===== src/rtl/addsub_pkg.sv =====
package addsub_pkg;
  localparam int SHAMT_W = 6;

  typedef enum logic [1:0] {
    SH_LSL = 2'b00,
    SH_LSR = 2'b01,
    SH_ASR = 2'b10,
    SH_RSV = 2'b11
  } shift_e;

  // strobes from decode to the datapath
  typedef struct packed {
    logic                is64;
    logic                subOp;
    shift_e              shiftKind;
    logic [SHAMT_W-1:0]  shiftAmt;
    logic                zeroA;
    logic                zeroB;
  } dpCtrl_t;
endpackage


===== src/rtl/addsub_ctrl.sv =====
module addsub_ctrl
  import addsub_pkg::*;
#(
  parameter int INSTR_W = 32,
  parameter int IDX_W   = 5
) (
  input  logic               inValid,
  input  logic [INSTR_W-1:0] instrWord,
  output dpCtrl_t            strobes,
  output logic               undefNext,
  output logic               regWeNext,
  output logic               flagWeNext,
  output logic [IDX_W-1:0]   rdIdx
);
  localparam int POS_WIDE = 31;
  localparam int POS_OP   = 30;
  localparam int POS_S    = 29;
  localparam int FIX_LO   = 24;
  localparam int FIX_W    = 5;
  localparam logic [FIX_W-1:0] FIX_VAL = 5'b01011;
  localparam int SH_LO    = 22;
  localparam int POS_ZERO = 21;
  localparam int RM_LO    = 16;
  localparam int AMT_LO   = 10;
  localparam int RN_LO    = 5;
  localparam int RD_LO    = 0;
  localparam logic [IDX_W-1:0] ZERO_IDX = {IDX_W{1'b1}};

  logic               isWide;
  logic [1:0]         shField;
  logic [SHAMT_W-1:0] amtField;
  logic [IDX_W-1:0]   rnIdx;
  logic [IDX_W-1:0]   rmIdx;
  logic               undefDet;

  always_comb begin
    isWide   = instrWord[POS_WIDE];
    shField  = instrWord[SH_LO +: 2];
    amtField = instrWord[AMT_LO +: SHAMT_W];
    rnIdx    = instrWord[RN_LO +: IDX_W];
    rmIdx    = instrWord[RM_LO +: IDX_W];
    rdIdx    = instrWord[RD_LO +: IDX_W];

    undefDet = (instrWord[FIX_LO +: FIX_W] != FIX_VAL)
             | instrWord[POS_ZERO]
             | (shift_e'(shField) == SH_RSV)
             | (!isWide & amtField[SHAMT_W-1]);

    strobes.is64      = isWide;
    strobes.subOp     = instrWord[POS_OP];
    strobes.shiftKind = shift_e'(shField);
    strobes.shiftAmt  = amtField;
    strobes.zeroA     = (rnIdx == ZERO_IDX);
    strobes.zeroB     = (rmIdx == ZERO_IDX);

    undefNext  = inValid & undefDet;
    regWeNext  = inValid & !undefDet & (rdIdx != ZERO_IDX);
    flagWeNext = inValid & !undefDet & instrWord[POS_S];
  end
endmodule


===== src/rtl/addsub_dp.sv =====
module addsub_dp
  import addsub_pkg::*;
#(
  parameter int DATA_W = 64
) (
  input  dpCtrl_t           strobes,
  input  logic [DATA_W-1:0] srcA,
  input  logic [DATA_W-1:0] srcB,
  output logic [DATA_W-1:0] sumOut,
  output logic [3:0]        nzcvOut
);
  localparam int HALF_W = DATA_W / 2;
  localparam int LANES  = 2;

  logic [DATA_W-1:0] laneRes   [LANES];
  logic [3:0]        laneFlags [LANES];

  // lane 0 works at half width, lane 1 at full width
  for (genvar L = 0; L < LANES; L++) begin : g_lane
    localparam int W     = (L == 0) ? HALF_W : DATA_W;
    localparam int AMT_W = $clog2(W);

    logic [W-1:0]     opA;
    logic [W-1:0]     opB;
    logic [W-1:0]     shifted;
    logic [W-1:0]     addend;
    logic [AMT_W-1:0] amt;
    logic [W:0]       sumW;
    logic             ovf;

    always_comb begin
      opA = strobes.zeroA ? '0 : srcA[W-1:0];
      opB = strobes.zeroB ? '0 : srcB[W-1:0];
      amt = strobes.shiftAmt[AMT_W-1:0];
      case (strobes.shiftKind)
        SH_LSL:  shifted = opB << amt;
        SH_LSR:  shifted = opB >> amt;
        SH_ASR:  shifted = W'($signed(opB) >>> amt);
        default: shifted = '0;
      endcase
      addend = strobes.subOp ? ~shifted : shifted;
      sumW   = (W+1)'(opA) + (W+1)'(addend) + (W+1)'(strobes.subOp);
      ovf    = (opA[W-1] == addend[W-1]) && (sumW[W-1] != opA[W-1]);
    end

    assign laneRes[L]   = DATA_W'(sumW[W-1:0]);
    assign laneFlags[L] = {sumW[W-1], (sumW[W-1:0] == '0), sumW[W], ovf};
  end

  always_comb begin
    sumOut  = strobes.is64 ? laneRes[1]   : laneRes[0];
    nzcvOut = strobes.is64 ? laneFlags[1] : laneFlags[0];
  end
endmodule


===== src/rtl/addsub_shift_unit.sv =====
module addsub_shift_unit
  import addsub_pkg::*;
#(
  parameter int INSTR_W = 32,
  parameter int DATA_W  = 64,
  parameter int IDX_W   = 5
) (
  input  logic               clk,
  input  logic               rstN,
  input  logic               inValid,
  input  logic [INSTR_W-1:0] instrWord,
  input  logic [DATA_W-1:0]  srcA,
  input  logic [DATA_W-1:0]  srcB,
  output logic               outValid,
  output logic [DATA_W-1:0]  result,
  output logic [IDX_W-1:0]   destIdx,
  output logic               regWe,
  output logic [3:0]         flags,
  output logic               flagWe,
  output logic               undef
);
  localparam int HALF_W = DATA_W / 2;

  dpCtrl_t           strobes;
  logic              undefNext;
  logic              regWeNext;
  logic              flagWeNext;
  logic [IDX_W-1:0]  rdIdx;
  logic [DATA_W-1:0] sumNext;
  logic [3:0]        nzcvNext;

  addsub_ctrl #(.INSTR_W(INSTR_W), .IDX_W(IDX_W)) u_ctrl (
    .inValid    (inValid),
    .instrWord  (instrWord),
    .strobes    (strobes),
    .undefNext  (undefNext),
    .regWeNext  (regWeNext),
    .flagWeNext (flagWeNext),
    .rdIdx      (rdIdx)
  );

  addsub_dp #(.DATA_W(DATA_W)) u_dp (
    .strobes (strobes),
    .srcA    (srcA),
    .srcB    (srcB),
    .sumOut  (sumNext),
    .nzcvOut (nzcvNext)
  );

  always_ff @(posedge clk or negedge rstN) begin
    if (!rstN) begin
      outValid <= 1'b0;
      result   <= '0;
      destIdx  <= '0;
      regWe    <= 1'b0;
      flags    <= '0;
      flagWe   <= 1'b0;
      undef    <= 1'b0;
    end else begin
      outValid <= inValid;
      result   <= sumNext;
      destIdx  <= rdIdx;
      regWe    <= regWeNext;
      flags    <= nzcvNext;
      flagWe   <= flagWeNext;
      undef    <= undefNext;
    end
  end

  // an undefined word commits nothing
  p_undef_quiet_r3: assert property (@(posedge clk) disable iff (!rstN)
    undef |-> (!regWe && !flagWe));

  // destination 31 never writes
  p_rd31_no_write_r10: assert property (@(posedge clk) disable iff (!rstN)
    regWe |-> (destIdx != {IDX_W{1'b1}}));

  // half-width results are zero-extended
  p_half_zero_ext_r6: assert property (@(posedge clk) disable iff (!rstN)
    (inValid && !instrWord[INSTR_W-1]) |=> (result[DATA_W-1:HALF_W] == '0));

  // Z agrees with the registered result
  p_z_matches_r7: assert property (@(posedge clk) disable iff (!rstN)
    (outValid && !undef) |-> (flags[2] == (result == '0)));

  // one-cycle valid pipe, enables quiet when idle
  p_latency_r11: assert property (@(posedge clk) disable iff (!rstN)
    inValid |=> outValid);
  p_idle_quiet_r11: assert property (@(posedge clk) disable iff (!rstN)
    !outValid |-> (!regWe && !flagWe && !undef));

  // flag enable follows S of a defined word
  p_flagwe_s_r8: assert property (@(posedge clk) disable iff (!rstN)
    (inValid && !undefNext) |=> (flagWe == $past(instrWord[29])));
endmodule


===== config.mk =====
export PLATFORM = sky130hd
export DESIGN_NAME = addsub_shift_unit
export DESIGN_NICKNAME = d
export VERILOG_FILES = /design/src/rtl/addsub_pkg.sv /design/src/rtl/addsub_ctrl.sv /design/src/rtl/addsub_dp.sv /design/src/rtl/addsub_shift_unit.sv
export SDC_FILE = /design/constraint.sdc
export NUM_CORES = 1
export LEC_CHECK = 0
export BUFFER_PORTS_ARGS = -buffer_cell sky130_fd_sc_hd__buf_4
export CELL_PAD_IN_SITES_DETAIL_PLACEMENT = 1
export CELL_PAD_IN_SITES_GLOBAL_PLACEMENT = 1
export CORE_ASPECT_RATIO = 1.2
export CORE_UTILIZATION = 44
export DETAILED_ROUTE_END_ITERATION = 8
export PLACE_DENSITY_LB_ADDON = 0.1
export SETUP_SLACK_MARGIN = 0.15
export SYNTH_ARGS = -nofsm -noshare
export SYNTH_HDL_FRONTEND = slang
export SYNTH_HIERARCHICAL = 1
export SYNTH_SLANG_ARGS = --single-unit

===== constraint.sdc =====
create_clock -name clk -period 0.8 [get_ports clk]
set_input_delay 0.08 -clock clk [delete_from_list [all_inputs] [get_ports clk]]
set_output_delay 0.08 -clock clk [all_outputs]
set_load 0.005 [all_outputs]

==> out/qor.csv, run 1 <==
stage,metric,value,unit
synth,synth_nets,3243,
floorplan,initial_core_util,0.447,
outcome,flow.stopped_at,3_5_place_dp,
floorplan,placementRows,86,
floorplan,die_h,239,um
synth,ys.flop_type,dfrtp_1,
synth,seq_area_frac_synth,0.0936,
synth,synth.distinct_cells,97,
floorplan,ioPinCount,240,
synth,syn-cell-area,20600,sq um
synth,synth_top_area_frac,0.0936,
synth,synth-async-reset-ratio,1.00,
synth,yosysTopAreaCell,dfrtp_1,
place,place.port_buffers,239,
synth,synthTopCellsByArea,"dfrtp_1 9.4%, mux4_2 7.4%, a21oi_1 7.0%, mux2i_1 6.7%, o21ai_0 6.3%",
synth,ys_ff_latch,77,
outcome,status,aborted with a tool error,
synth,avgSynthCellArea,6.90,sq um
place,gp_congestion,1.20,
place,hpwl,133000,um
outcome,stop_error,[ERROR DPL-0033] detailed placement checks failed during check placement.,
floorplan,die_x,199,um
synth,syn_inst,2984,
synth,yosysWarnings,6,
synth,synth_edf_count,0,
==> logic make-up after synthesis <==
family / synth area share
buf+inv: 0.0616
fa+ha+maj: 0.0591
xor+xnor: 0.0744
flops: 0.0936
simple gates: 0.247
compound gates: 0.306
mux: 0.158
==> synth_stat cells (52+ instances only) <==
cell / instances
ha_1: 94
nor3_1: 53
clkbuf_1: 176
mux2i_1: 138
xnor2_1: 107
dfrtp_1: 77
nand2_1: 334
o21ai_0: 259
nand3_1: 118
mux4_2: 68
a21o_1: 84
buf_1: 57
nor2b_1: 78
nor2_1: 303
a21oi_1: 286
xor2_1: 68
a211oi_1: 52
==> per-stage QoR <==
step | hold WS, ns | cell area, sq um | std cells | setup TNS, ns | setup WS [ns]
after floorplan | -0.216 | 21400 | 2984 | -246.68 | -4.96
after global placement | -0.0379 | 31700 | 4763 | -304.48 | -5.91
==> inputs of run 2 (changes only) <==
--- a/config.mk
+++ b/config.mk
@@ -6,13 +6,9 @@
 export NUM_CORES = 1
 export LEC_CHECK = 0
 export BUFFER_PORTS_ARGS = -buffer_cell sky130_fd_sc_hd__buf_4
-export CELL_PAD_IN_SITES_DETAIL_PLACEMENT = 1
-export CELL_PAD_IN_SITES_GLOBAL_PLACEMENT = 1
-export CORE_ASPECT_RATIO = 1.2
-export CORE_UTILIZATION = 44
+export CORE_UTILIZATION = 37
 export DETAILED_ROUTE_END_ITERATION = 8
-export PLACE_DENSITY_LB_ADDON = 0.1
-export SETUP_SLACK_MARGIN = 0.15
+export PLACE_DENSITY_LB_ADDON = 0.15
 export SYNTH_ARGS = -nofsm -noshare
 export SYNTH_HDL_FRONTEND = slang
 export SYNTH_HIERARCHICAL = 1
==> run 2 against run 1 <==
The flow now finishes, with violations (negative setup slack). Synthesized cell count did not move. Area after synthesis did not move.
==> out/qor.csv, run 2 <==
stage,metric,value,unit
routing,drt-pass1-iter-count,6,
sta,timing.fmax,170,MHz
cts,cts_num_sinks,77,
cts,cts_buffer_depth,2,
outcome,violations,negative setup slack,
synth,seq_area_frac_synth,0.0936,
floorplan,ioPinCount,240,
critical_path,start_kind,input port,
floorplan,die_h,238,um
critical_path,worstPathRequired,1.06,ns
layout,reg_top3,"result x64, destIdx x5, flags x4",
sta,maxSlewViolCount,0,
power_and_ir_drop,power.density,1590,nW/um^2
place,post-place-ws,-5.78,ns
floorplan,die_x,238,um
cts,numCtsBuffers,9,
synth,synth_edf_count,0,
sta,worst_slew_pin_slew,0.815,ns
cts,htree_levels,3,
sta,setup_viol,147,
power_and_ir_drop,fin_total_pwr,61.3,mW
global_routing,grt_pass1_vias,30500,
critical_path,crit_path_end_kind,flip-flop,
synth,synth-async-reset-ratio,1.00,
layout,layout_commonest_cell,buf_4,
outcome,status,"finished, violations left",
place,gp_congestion,1.15,
cts,clock-root-buffer,clkbuf_16,
cts,cts_tree,built,
synth,synth_nets,3243,
synth,syn-cell-area,20600,sq um
synth,syn_inst,2984,
synth,ys.flop_type,dfrtp_1,
routing,viasPerCell,6.14,
global_routing,grt_max_degree,55,
sta,finalHoldViolCount,0,
place,place.port_buffers,239,
critical_path,crit_type,in2reg,
floorplan,placementRows,86,
global_routing,globalRouteTotalUtil,0.444,
power_and_ir_drop,power_leakage,18.0,nW
sta,worst_slack,-5.09,ns
floorplan,coreArea,55000,sq um
critical_path,max_stage_delay,0.55,ns
routing,routedWlPerCell,26.1,um
synth,yosysTopAreaCell,dfrtp_1,
synth,synth_top_area_frac,0.0936,
place,hpwl,105000,um
routing,via_count,31800,
sta,maxSlewHeadroom,0.451,
critical_path,critical-path-top-delay-family,simple AND/OR/NAND/NOR gates,
floorplan,initial_core_util,0.374,
critical_path,cp_num_buf_inv,7,
global_routing,grt_first_pass_wirelength,189000,um
synth,synthTopCellsByArea,"dfrtp_1 9.4%, mux4_2 7.4%, a21oi_1 7.0%, mux2i_1 6.7%, o21ai_0 6.3%",
synth,yosysWarnings,6,
synth,avgSynthCellArea,6.90,sq um
synth,synth.distinct_cells,97,
layout,most-common-layout-cells,"1477 x buf_4, 303 x nand2_1, 258 x nor2_1, 177 x a21oi_1, 148 x buf_6",
floorplan,die_area,56600,sq um
routing,drcViolationCount,0,
global_routing,antenna_found_initial,5,
worst_hold_path,hold_class,in2reg,
flow_run,max_cap_violations,0,
global_routing,grt.overflow.total,0,
synth,ys_ff_latch,77,
layout,layout.nets,4682,
sta,timing.final.crit_period,5.89,ns
sta,period_share,7.36,
routing,drt-initial-drc-count,3462,
routing,drt_wl_total,135000,um
layout,largest_reg_flops,64,
routing,ant_nets,0,
critical_path,cp.arrival,6.15,ns
synth,netlist_top_cells_count,"334 x nand2_1, 303 x nor2_1, 286 x a21oi_1",
power_and_ir_drop,max-vdd-ir-drop,1.70,mV
synth,yosysMostFrequentCell,nand2_1,
layout,syn2layout_area_growth,87.9,%
critical_path,crit_fanout,8,
critical_path,crit_slowest_cell,or4_4,
layout,top_register,result,
sta,rsz0062_at_grt,yes,
layout,drive_above_1_share,0.546,
cts,clk_pin_slew_worst_paths,0.07,ns
[run 2: cell counts after synthesis]
Identical to the previous run, type by type.
[run 2: layout make-up]
| cell class | instances | area (sq um) |
|---|---|---|
| inverters | 49 | 189 |
| diodes | 3 | 7.51 |
| fillers | 4375 | 16300 |
| repair buffers | 1687 | 13900 |
| clock buffers | 10 | 229 |
| multi-input cells | 2599 | 21400 |
| clock inverters | 6 | 71.3 |
| well taps | 748 | 936 |
| flip-flops and latches | 77 | 1930 |
[run 2: tightest hold or removal path, cell delays in order]
cell      delay, ns
buf_4          0.09
and4_1         0.22
a211oi_2       0.09
[run 2: cell families after synthesis]
| kind of cell | after synthesis | share of synthesized area |
|---|---|---|
| AO/OA/AOI/OAI | 1007 | 0.306 |
| buffers and inverters | 309 | 0.0616 |
| AND/OR/NAND/NOR | 1086 | 0.247 |
| XOR/XNOR | 175 | 0.0744 |
| adder cells (fa/ha/maj) | 96 | 0.0591 |
| multiplexers | 234 | 0.158 |
| flip-flops | 77 | 0.0936 |
[run 2: where the power goes]
part | total (mW) | switching, mW | internal (mW)
logic | 51.5 | 25.6 | 25.9
clock network | 4.29 | 1.84 | 2.45
registers | 5.49 | 0.469 | 5.02
[run 2: per-stage QoR]
step	util	cell area, sq um	hold WS (ns)	cells	TNS (ns)
finish	0.704	38700	0.146	5179	-271.09
global route	0.703	38700	0.152	5176	-279.49
CTS	0.649	35700	0.0867	5093	-260.23
detailed placement	0.591	32500	0.000808	4971	-309.63
global placement	0.591	32500	-0.00600	4971	-305.43
floorplan	-	21400	-0.216	2984	-246.68
[run 2: repair_timing]
action,4_1_cts,5_1_grt
setup buffers,100,100
endpoints found under the setup margin,148,147
hold buffers,8,0
endpoints found under the hold margin,86,0
cloned,2,5
pin swaps,126,197
gates resized for setup,478,489
[run 2: layer usage]
metal / vias to the layer above / wire length [um] / part of all wire / global-route usage
met1: 15100 / 49900 / 0.37 / 0.521
met3: 718 / 11000 / 0.081 / 0.0699
met4: 4 / 14200 / 0.10 / 0.366
met2: 2103 / 60000 / 0.44 / 0.716
met5: - / 27 / 0.00020 / 0
li1: 13900 / - / - / -
[run 2: worst paths after layout]
| check | from | to | slack (ns) | depth (start not counted) |
|---|---|---|---|---|
| setup / recovery | instrWord[11] | flags[2]$_DFF_PN0_ | -5.09 | 30 |
| hold / removal | instrWord[1] | regWe$_DFF_PN0_ | 0.15 | 3 |
| max in group asynchronous | rstN | destIdx[0]$_DFF_PN0_ | 0.21 | 3 |
| min in group asynchronous | rstN | result[52]$_DFF_PN0_ | 0.17 | 2 |
Note: power is estimated with default switching activity, not from simulation.
